**config.mk**
```make
export PLATFORM = sky130hd
export DESIGN_NAME = aud_sample_fifo
export DESIGN_NICKNAME = d
export VERILOG_FILES = /design/src/rtl/aud_fifo_pkg.sv /design/src/rtl/aud_fifo_hyst.sv /design/src/rtl/aud_fifo_store.sv /design/src/rtl/aud_fifo_regs.sv /design/src/rtl/aud_sample_fifo.sv
export SDC_FILE = /design/constraint.sdc
export NUM_CORES = 1
export LEC_CHECK = 0
export BUFFER_PORTS_ARGS = -buffer_cell sky130_fd_sc_hd__buf_2
export CORE_MARGIN = 3
export CORE_UTILIZATION = 62
export CTS_CLUSTER_SIZE = 40
export DETAILED_ROUTE_END_ITERATION = 8
export PLACE_DENSITY_LB_ADDON = 0.2
export SKIP_CTS_REPAIR_TIMING = 1
export SLEW_MARGIN = 10
export SYNTH_ARGS = -nofsm -noshare
export SYNTH_HDL_FRONTEND = slang
export SYNTH_SLANG_ARGS = --single-unit
```
**constraint.sdc**
```tcl
create_clock -name clk -period 4.45 [get_ports clk]
set_clock_uncertainty 0.1 [all_clocks]
set_input_delay 0.6675 -clock clk [delete_from_list [all_inputs] [get_ports clk]]
set_output_delay 0.6675 -clock clk [all_outputs]
set_load 0.03 [all_outputs]
```
**src/rtl/aud_fifo_pkg.sv**
```systemverilog
package aud_fifo_pkg;
   localparam int THR_W = 6;
   localparam int WORD_W = 32;

   typedef struct packed {
      logic [THR_W-1:0] lo;
      logic [THR_W-1:0] hi;
   } thr_pair_t;

   // control register bit positions
   localparam int CB_EN    = 0;
   localparam int CB_FLUSH = 1;
   localparam int CB_SRST  = 2;
   localparam int CB_PAR   = 3;
   localparam int CB_CH_LO = 4;
   localparam int CB_FULL  = 8;
   localparam int CB_EMPTY = 9;
   localparam int CB_BUSY  = 10;
   localparam int CB_OVF   = 12;
   localparam int CB_UNF   = 13;
   localparam int CB_LATE  = 14;
endpackage

```
**src/rtl/aud_fifo_hyst.sv**
```systemverilog
module aud_fifo_hyst
   import aud_fifo_pkg::*;
(
   input  logic             clk,
   input  logic             rst_n,
   input  logic             en,
   input  logic [THR_W-1:0] level,
   input  thr_pair_t        thr,
   output logic             req
);
   logic st_q;

   always_comb begin
      if (!en)                req = 1'b0;
      else if (level <= thr.lo) req = 1'b1;
      else if (level >= thr.hi) req = 1'b0;
      else                    req = st_q;
   end

   always_ff @(posedge clk or negedge rst_n) begin
      if (!rst_n) st_q <= 1'b0;
      else        st_q <= req;
   end

   AST_REQ_AT_LOW: assert property (@(posedge clk) disable iff (!rst_n)
      (en && level <= thr.lo) |-> req);
   AST_REQ_BAND_HOLD: assert property (@(posedge clk) disable iff (!rst_n)
      (en && $past(en) && level > thr.lo && level < thr.hi &&
       $stable(level) && $stable(thr)) |-> $stable(req));
   AST_REQ_OFF_DISABLED: assert property (@(posedge clk) disable iff (!rst_n)
      !en |-> !req);
endmodule

```
**src/rtl/aud_fifo_store.sv**
```systemverilog
module aud_fifo_store
   import aud_fifo_pkg::*;
#(
   parameter int DW    = WORD_W,
   parameter int DEPTH = 32
) (
   input  logic             clk,
   input  logic             rst_n,
   input  logic             en,
   input  logic             par_en,
   input  logic             clr,
   input  logic             srst,
   input  logic             wr,
   input  logic [DW-1:0]    wdata,
   input  logic             rd,
   output logic             full,
   output logic             empty,
   output logic [THR_W-1:0] level,
   output logic             ovf_evt,
   output logic             unf_evt,
   output logic [DW-1:0]    rdata
);
   localparam int AW    = $clog2(DEPTH);
   localparam int LVL_W = $clog2(DEPTH + 1);

   generate
      if (DEPTH < 2 || (DEPTH & (DEPTH - 1)) != 0) begin : g_bad_depth
         $error("aud_fifo_store: DEPTH must be a power of two, at least 2");
      end
      if (DEPTH >= (1 << THR_W)) begin : g_bad_thr
         $error("aud_fifo_store: DEPTH must fit the threshold width");
      end
      if (DW < 2) begin : g_bad_dw
         $error("aud_fifo_store: DW must leave room for a parity bit");
      end
   endgenerate

   logic [DW-1:0]    mem_q [DEPTH];
   logic [AW-1:0]    wp_q, rp_q;
   logic [LVL_W-1:0] lvl_q;
   logic             push_ok, pop_ok;
   logic [DW-1:0]    head, head_out;

   assign full    = (lvl_q == LVL_W'(DEPTH));
   assign empty   = (lvl_q == '0);
   assign level   = THR_W'(lvl_q);
   assign push_ok = en && wr && !full && !clr;
   assign pop_ok  = en && rd && !empty && !clr;
   assign ovf_evt = en && wr && full && !clr;
   assign unf_evt = en && rd && empty && !clr;

   assign head     = mem_q[rp_q];
   assign head_out = par_en ? {^head[DW-2:0], head[DW-2:0]} : head;

   always_ff @(posedge clk) begin
      if (push_ok) mem_q[wp_q] <= wdata;
   end

   always_ff @(posedge clk or negedge rst_n) begin
      if (!rst_n) begin
         wp_q  <= '0;
         rp_q  <= '0;
         lvl_q <= '0;
      end else if (clr) begin
         wp_q  <= '0;
         rp_q  <= '0;
         lvl_q <= '0;
      end else begin
         if (push_ok) wp_q <= wp_q + 1'b1;
         if (pop_ok)  rp_q <= rp_q + 1'b1;
         case ({push_ok, pop_ok})
            2'b10:   lvl_q <= lvl_q + 1'b1;
            2'b01:   lvl_q <= lvl_q - 1'b1;
            default: lvl_q <= lvl_q;
         endcase
      end
   end

   always_ff @(posedge clk or negedge rst_n) begin
      if (!rst_n)       rdata <= '0;
      else if (srst)    rdata <= '0;
      else if (pop_ok)  rdata <= head_out;
      else if (unf_evt) rdata <= '0;
   end

   AST_NO_OVERFLOW: assert property (@(posedge clk) disable iff (!rst_n)
      lvl_q <= LVL_W'(DEPTH));
   AST_FULL_DROP: assert property (@(posedge clk) disable iff (!rst_n)
      (full && wr && en && !rd && !clr) |=> $stable(lvl_q));
   AST_UNDER_ZERO: assert property (@(posedge clk) disable iff (!rst_n)
      unf_evt |=> (rdata == '0));
   AST_CLR_EMPTY: assert property (@(posedge clk) disable iff (!rst_n)
      clr |=> empty);
endmodule

```
**src/rtl/aud_fifo_regs.sv**
```systemverilog
module aud_fifo_regs
   import aud_fifo_pkg::*;
(
   input  logic        clk,
   input  logic        rst_n,
   input  logic        wr,
   input  logic        addr,
   input  logic [31:0] wdata,
   input  logic        full,
   input  logic        empty,
   input  logic        ovf_evt,
   input  logic        unf_evt,
   output logic        en,
   output logic        par_en,
   output logic [3:0]  ch_cnt,
   output logic        flush_p,
   output logic        srst_p,
   output thr_pair_t   thr_dma,
   output thr_pair_t   thr_pan,
   output logic [31:0] rdata
);
   logic       ctrl_wr, thr_wr;
   logic [2:0] stk_q, w1c;   // 0 overflow, 1 underflow, 2 late
   logic       busy;

   assign ctrl_wr = wr && !addr;
   assign thr_wr  = wr && addr;
   assign flush_p = ctrl_wr && wdata[CB_FLUSH];
   assign srst_p  = ctrl_wr && wdata[CB_SRST];
   assign w1c     = ctrl_wr ? wdata[CB_LATE:CB_OVF] : 3'b000;
   assign busy    = en && !empty;

   always_ff @(posedge clk or negedge rst_n) begin
      if (!rst_n) begin
         en     <= 1'b0;
         par_en <= 1'b0;
         ch_cnt <= '0;
      end else if (srst_p) begin
         en     <= 1'b0;
         par_en <= 1'b0;
         ch_cnt <= '0;
      end else if (ctrl_wr) begin
         en     <= wdata[CB_EN];
         par_en <= wdata[CB_PAR];
         ch_cnt <= wdata[CB_CH_LO+3:CB_CH_LO];
      end
   end

   always_ff @(posedge clk or negedge rst_n) begin
      if (!rst_n)      stk_q <= '0;
      else if (srst_p) stk_q <= '0;
      else             stk_q <= (stk_q & ~w1c) | {unf_evt, unf_evt, ovf_evt};
   end

   always_ff @(posedge clk or negedge rst_n) begin
      if (!rst_n) begin
         thr_dma <= '0;
         thr_pan <= '0;
      end else if (thr_wr) begin
         thr_dma.lo <= wdata[5:0];
         thr_dma.hi <= wdata[13:8];
         thr_pan.lo <= wdata[21:16];
         thr_pan.hi <= wdata[29:24];
      end
   end

   always_comb begin
      if (addr) begin
         rdata = {2'b00, thr_pan.hi, 2'b00, thr_pan.lo,
                  2'b00, thr_dma.hi, 2'b00, thr_dma.lo};
      end else begin
         rdata = '0;
         rdata[CB_EN]                = en;
         rdata[CB_PAR]               = par_en;
         rdata[CB_CH_LO+3:CB_CH_LO]  = ch_cnt;
         rdata[CB_FULL]              = full;
         rdata[CB_EMPTY]             = empty;
         rdata[CB_BUSY]              = busy;
         rdata[CB_LATE:CB_OVF]       = stk_q;
      end
   end

   AST_STICKY_HOLD: assert property (@(posedge clk) disable iff (!rst_n)
      (stk_q[0] && !(ctrl_wr && (wdata[CB_OVF] || wdata[CB_SRST]))) |=> stk_q[0]);
   AST_SRST_CLEAR: assert property (@(posedge clk) disable iff (!rst_n)
      srst_p |=> (!en && stk_q == 3'b000));
endmodule

```
**src/rtl/aud_sample_fifo.sv**
```systemverilog
module aud_sample_fifo
   import aud_fifo_pkg::*;
#(
   parameter int DEPTH = 32
) (
   input  logic        clk,
   input  logic        rst_n,
   input  logic        reg_wr,
   input  logic        reg_addr,
   input  logic [31:0] reg_wdata,
   output logic [31:0] reg_rdata,
   input  logic        dma_wr,
   input  logic [31:0] dma_wdata,
   input  logic        smp_strobe,
   output logic [31:0] smp_data,
   output logic        dma_req,
   output logic        panic_req
);
   localparam int N_REQ = 2;

   logic             en, par_en, flush_p, srst_p, clr;
   logic [3:0]       ch_cnt;
   logic             full, empty, ovf_evt, unf_evt;
   logic [THR_W-1:0] level;
   thr_pair_t        thr_dma, thr_pan;
   thr_pair_t        thr_sel [N_REQ];
   logic [N_REQ-1:0] req_vec;

   assign clr = flush_p || srst_p;

   aud_fifo_regs u_regs (
      .clk     (clk),
      .rst_n   (rst_n),
      .wr      (reg_wr),
      .addr    (reg_addr),
      .wdata   (reg_wdata),
      .full    (full),
      .empty   (empty),
      .ovf_evt (ovf_evt),
      .unf_evt (unf_evt),
      .en      (en),
      .par_en  (par_en),
      .ch_cnt  (ch_cnt),
      .flush_p (flush_p),
      .srst_p  (srst_p),
      .thr_dma (thr_dma),
      .thr_pan (thr_pan),
      .rdata   (reg_rdata)
   );

   aud_fifo_store #(.DW(WORD_W), .DEPTH(DEPTH)) u_store (
      .clk     (clk),
      .rst_n   (rst_n),
      .en      (en),
      .par_en  (par_en),
      .clr     (clr),
      .srst    (srst_p),
      .wr      (dma_wr),
      .wdata   (dma_wdata),
      .rd      (smp_strobe),
      .full    (full),
      .empty   (empty),
      .level   (level),
      .ovf_evt (ovf_evt),
      .unf_evt (unf_evt),
      .rdata   (smp_data)
   );

   assign thr_sel[0] = thr_dma;
   assign thr_sel[1] = thr_pan;

   genvar g;
   generate
      for (g = 0; g < N_REQ; g++) begin : g_req
         aud_fifo_hyst u_hyst (
            .clk   (clk),
            .rst_n (rst_n),
            .en    (en),
            .level (level),
            .thr   (thr_sel[g]),
            .req   (req_vec[g])
         );
      end
   endgenerate

   assign dma_req   = req_vec[0];
   assign panic_req = req_vec[1];

   AST_CH_STABLE: assert property (@(posedge clk) disable iff (!rst_n)
      (!reg_wr || reg_addr) |=> $stable(ch_cnt));
endmodule

```
==> results_dict.tcl, run 1 <==
set metrics [dict create \
    vias_per_cell 6.72 \
    die-area_sq_um 73800 \
    fp.dieW_um 272 \
    gp_congestion 0.861 \
    end_kind "register" \
    finalSetupViolCount 0 \
    gr-usage-all-layers 0.301 \
    num-nets-final 2565 \
    synth_cell_types 57 \
    syn_area_sq_um 43700 \
    antenna_found_initial 5 \
    grt.overflow.total 0 \
    core_sq_um 69200 \
    setup_ws_ps 325 \
    drc 0 \
    clkSinkCount 1107 \
    period_share 0.927 \
    port_buffers 125 \
    avgSynthCellArea_sq_um 19.9 \
    synth_area_leaders "edfxtp_1, mux4_2, dfrtp_1" \
    worst_setup_path_start_kind "register" \
    arrival_ps 4570 \
    ios 136 \
    ys_seq_elements 1107 \
    route.vias.total 23400 \
    cts_root_buf "clkbuf_16" \
    ir_drop_v 0.000445 \
    grt_use_met2 0.468 \
    worst_pin_slew_ps 1160 \
    ys_warn_count 0 \
    ant_nets 0 \
    die_h_um 272 \
    ys_top_cells_by_count "edfxtp_1, mux4_2, mux2i_1" \
    fmax_ghz 0.242 \
    cts_htree_levels 3 \
    globalRouteMet1Util 0.435 \
    synth_top_area_share 0.703 \
    rsz0062_at_grt "false" \
    first_global_vias 23300 \
    num_rows 96 \
    seq_area_sq_um 32800 \
    hold_path_class "input pin to register" \
    drive_above_1_share 0.279 \
    cts_tree "built" \
    status "finished clean" \
    fill_cells 3968 \
    grt_start_max_net_pins 50 \
    routed_wl_um 109000 \
    path_max_fanout 23 \
    clkTransAtPathRegs_ps 70 \
    multi_input_area_sq_um 10300 \
    yosysTopAreaCell "edfxtp_1" \
    drv_slew 0 \
    critPathKind "register to register" \
    grt_pass1_wl_um 159000 \
    grt_busiest_layer "met2" \
    use_met3 0.0622 \
    yosysMostFrequentCell "edfxtp_1" \
    drt_iter0_markers 3271 \
    synth-seq-area-share 0.751 \
    critPathRequiredTime_ps 4890 \
    max_cap_violations 0 \
    synth_edf_count 1024 \
    p_per_area_nw_per_um2 513 \
    finalSetupTns_ps 0 \
    routedWlPerCell_um 31.4 \
    slew_headroom 0.223 \
    clk_path_buf_depth 3 \
    cts-buffers-inserted 108 \
    min_period_ps 4130 \
    clk_latency_ps 680 \
    syn2layout_area_growth_pct 14.6 \
    synthFlopType "edfxtp_1" \
    initial_core_util 0.632 \
    power.total_mw 25.7 \
    dr.pass1.iters 6 \
    synthCells 2196 \
    dp_hpwl_um 63500 \
    async_reset_ff_frac 0.0750 \
    power_leakage_nw 16.5 \
    preCtsSetupSlack_ps 362 \
    hold_violations 0 \
]
[registers in the layout, indices dropped and copies added, names as in the netlist]
signal,flops
u_store.mem_q,1024
u_store.rdata,32
u_regs.thr_dma,12
u_regs.thr_pan,12
u_store.level,6
u_store.rp_q,5
u_store.wp_q,5
u_regs.ch_cnt,4
u_regs.stk_q,3
g_req.u_hyst.st_q,2
u_regs.en,1
u_regs.par_en,1
[stage by stage]
stage / utilization / std cells / cell area (sq um) / hold slack (ps)
6_report: 0.725 / 3486 / 50100 / 125
3_5_place_dp: 0.672 / 3283 / 46500 / 365
5_1_grt: 0.725 / 3485 / 50100 / 111
4_1_cts: 0.724 / 3483 / 50100 / -59.7
3_3_place_gp: 0.672 / 3283 / 46500 / 362
2_1_floorplan: - / 2200 / 43700 / 272
[final timing paths]
| kind | startpoint | end | slack [ps] | cells past startpoint |
|---|---|---|---|---|
| worst max-delay path | u_store.rp_q[1] | u_store.rdata[31] | 320 | 14 |
| worst min-delay path | reg_wdata[11] | u_regs.thr_dma[3] | 120 | 2 |
| worst max register to register | u_store.rp_q[1] | u_store.rdata[31] | 320 | 14 |
| worst min register to register | u_store.rdata[27] | u_store.rdata[27] | 380 | 2 |
| max in group asynchronous | rst_n | u_regs.thr_pan[7] | 2770 | 3 |
| min in group asynchronous | rst_n | u_regs.ch_cnt[1] | 490 | 2 |
[layout make-up]
cell class | count | share of cell area
repair buffers | 274 | 0.0421
clock buffers | 138 | 0.0584
flip-flops and latches | 1107 | 0.655
well taps | 931 | 0.0232
inverters | 25 | 0.00187
diodes | 2 | 0.0000998
clock inverters | 62 | 0.0136
multi-input cells | 947 | 0.206
[metal layers]
| layer | part of all wire | wire length [um] |
|---|---|---|
| met5 | 0.00027 | 30 |
| met4 | 0.034 | 3690 |
| met2 | 0.48 | 52100 |
| met1 | 0.37 | 40900 |
| met3 | 0.12 | 12600 |
[logic make-up (layout without fill, tap and decap cells)]
family	Yosys count	count (layout)	synth area share
AND/OR/NAND/NOR	206	206	0.0224
XOR/XNOR	43	43	0.00895
flip-flops	1107	1107	0.751
multiplexers	387	387	0.144
AO/OA/AOI/OAI	274	274	0.0447
buffers and inverters	146	499	0.0200
adder cells (fa/ha/maj)	32	32	0.00915
other	1	7	0.0000857
[placed cells by master, fill, tap and decap left out, drive strengths merged, types with 7 or more instances in the layout]
cell type | netlist | layout
a21o | 10 | 10
ha | 32 | 32
nand3 | 7 | 7
nor2 | 68 | 68
mux4 | 190 | 190
mux2i | 154 | 154
mux2 | 43 | 43
clkinv | 0 | 41
a21oi | 33 | 33
nand2 | 62 | 62
nor2b | 14 | 14
and2 | 20 | 20
o21ai | 44 | 44
bufinv | 0 | 14
o221ai | 25 | 25
a211oi | 29 | 29
nand2b | 13 | 13
buf | 76 | 273
o22ai | 30 | 30
o22a | 7 | 7
dfrtp | 83 | 83
edfxtp | 1024 | 1024
xnor2 | 30 | 30
a22o | 27 | 27
xor2 | 13 | 13
a22oi | 41 | 41
clkbuf | 45 | 138
inv | 25 | 28
[power by group]
| group | total (mW) | switching (mW) | internal (mW) | leakage, nW |
|---|---|---|---|---|
| registers | 11.8 | 0.233 | 11.6 | 10.3 |
| clock network | 9.22 | 3.76 | 5.46 | 1.76 |
| logic | 4.68 | 2.53 | 2.16 | 4.44 |
| total | 25.7 | 6.52 | 19.2 | 16.5 |
[critical path, stage by stage, from the launching register on]
cell and delay (ps):
dfrtp_4 800, buf_4 410, mux4_2 360, mux2_2 290, a22oi_1 210, a21oi_1 230, xor2_1 210, xnor2_1 160
buf_4 150, xnor2_1 210, xnor2_1 180, xnor2_1 150, buf_4 160, nand2_1 60, a32o_1 270
No activity file was read; power rests on OpenSTA's default activity.
==> inputs of run 2 (changes only) <==
PLACE_DENSITY = 0.79   (was default)
PLACE_DENSITY_LB_ADDON = default   (was 0.2)
==> results_dict.tcl, run 2 (synthesized netlist as in run 1, its figures left out) <==
set metrics [dict create \
    status "finished clean" \
    grt_pass1_wl_um 160000 \
    pwr-share-seq 0.464 \
    grt.overflow.total 0 \
    hold_path_class "input pin to async pin" \
    fill_cells 3897 \
    ir_drop_v 0.000370 \
    max_stage_delay_ps 510 \
    vias_per_cell 6.78 \
    worst_setup_path_start_kind "register" \
    p_per_area_nw_per_um2 511 \
    end_kind "register" \
    num_rows 96 \
    cts_root_buf "clkbuf_16" \
    switching_power_mw 6.47 \
    internal-power_mw 19.0 \
    ios 136 \
    drv_slew 0 \
    critPathRequiredTime_ps 4900 \
    drc 0 \
    rsz0062_at_grt "false" \
    clk_path_buf_depth 3 \
    port_buffers 125 \
    routedWlPerCell_um 31.3 \
    num-nets-final 2547 \
    sw_frac_of_total 0.254 \
    largestRegisters "u_store.mem_q (1024), u_store.rdata (32)" \
    clkTransAtPathRegs_ps 60 \
    finalSetupViolCount 0 \
    initial_core_util 0.632 \
    clkSinkCount 1107 \
    slew_headroom 0.269 \
    fmax_ghz 0.230 \
    finalSetupTns_ps 0 \
    worst_pin_slew_ps 1090 \
    antenna_found_initial 2 \
    crit_slowest_cell "or3b_2" \
    r2r_setup_slack_ps 100 \
    min_period_ps 4350 \
    dp_hpwl_um 61000 \
    placed_area_sq_um 46400 \
    finish.utilization 0.721 \
    largest_reg_flops 1024 \
    max_cap_violations 0 \
    drive_above_1_share 0.272 \
    drt_iter0_markers 2927 \
    layout_common_cells "edfxtp_1, mux4_2, mux2i_1" \
    power_leakage_nw 16.3 \
    ant_nets 0 \
    critPathKind "register to register" \
    die-area_sq_um 73800 \
    path_max_fanout 23 \
    clockPowerShare 0.355 \
    cts_tree "built" \
    cts_htree_levels 3 \
    cp_common_cell "xnor2_1" \
    dr.pass1.iters 7 \
    gr-usage-all-layers 0.300 \
    hold_violations 0 \
    period_share 0.976 \
    worstRegToRegCells 13 \
    layout_commonest_cell "edfxtp_1" \
    route.vias.total 23500 \
    gp_congestion 0.845 \
    r2r_end "u_store.rdata[31]" \
    arrival_ps 4790 \
    clk_latency_ps 680 \
    core_sq_um 69200 \
    die_h_um 272 \
    syn2layout_area_growth_pct 14.1 \
    final_area_sq_um 49900 \
    cts-buffers-inserted 105 \
    p_comb_frac 0.181 \
    rr_startpoint "u_store.rp_q[3]" \
    fp.dieW_um 272 \
    regMostFlops "u_store.mem_q" \
    worstPathCellList "or3b_2 > buf_4 > o22ai_1 > a211oi_1 > a22o_1 > xnor2_1 > xnor2_1 > xnor2_1 > xnor2_1 > xnor2_1 > buf_4 > nand2_1 > a32o_1" \
    grt_start_max_net_pins 60 \
    first_global_vias 24300 \
    routed_wl_um 109000 \
]
-- run 2: cell count changes in the layout (fill, tap and decap cells not counted), sizes merged --
cell | previous run | this run
buf | 273 | 259
inv | 28 | 27
bufinv | 14 | 15
clkinv | 41 | 30
dlygate4sd3 | 1 | 0
clkbuf | 138 | 143
-- run 2: cell type report --
class | count | area (sq um) | share of cell area
antenna | 2 | 5.00 | 0.000100
clock buffer | 143 | 2810 | 0.0563
clock inverter | 51 | 676 | 0.0135
inverter | 25 | 93.8 | 0.00188
multi-input combinational | 947 | 10300 | 0.207
sequential | 1107 | 32800 | 0.658
tap | 931 | 1160 | 0.0234
timing repair buffer | 259 | 1980 | 0.0398
-- run 2: critical path, delay by kind of cell, from the launching register on --
family / cells / cell delay (ps)
flops: 1 / 420
compound gates: 4 / 1110
simple gates: 2 / 550
xor+xnor: 5 / 1390
buf+inv: 2 / 620
-- run 2: routing by layer --
metal	vias to the layer above	GRT usage	routed length, um
met2	1599	0.473	52100
li1	9457	-	-
met1	12100	0.404	39100
met4	0	0.127	5070
met3	338	0.0765	12200
met5	-	0	0
-- run 2: power groups by stage --
stage               registers [mW]  logic (mW)  clock network [mW]
floorplan                     12.1        3.02                   0
global placement              12.0        4.47                   0
detailed placement            12.0        4.57                   0
CTS                           11.8        4.63                9.14
global route                  11.8        4.91                9.56
finish                        11.8        4.61                9.05
-- run 2: worst max-delay path by stage --
stage / to / startpoint / slack, ps
2_1_floorplan: u_store.mem_q[31][0] / reg_addr / 740
3_3_place_gp: u_store.rdata[31] / u_store.rp_q[0] / 240
3_5_place_dp: u_store.rdata[31] / u_store.rp_q[0] / 180
4_1_cts: u_store.rdata[31] / u_store.rp_q[0] / 140
5_1_grt: u_store.rdata[31] / u_store.rp_q[0] / 50
6_report: u_store.rdata[31] / u_store.rp_q[3] / 100
-- run 2: metrics by stage --
step	std cells	hold slack, ps	power, mW	setup slack [ps]
after floorplan	2200	272	15.2	738
after global placement	3269	361	16.5	239
after detailed placement	3269	367	16.6	182
after CTS	3463	5.02	25.6	142
after global routing	3464	40.0	26.3	54.2
final	3465	11.8	25.5	105
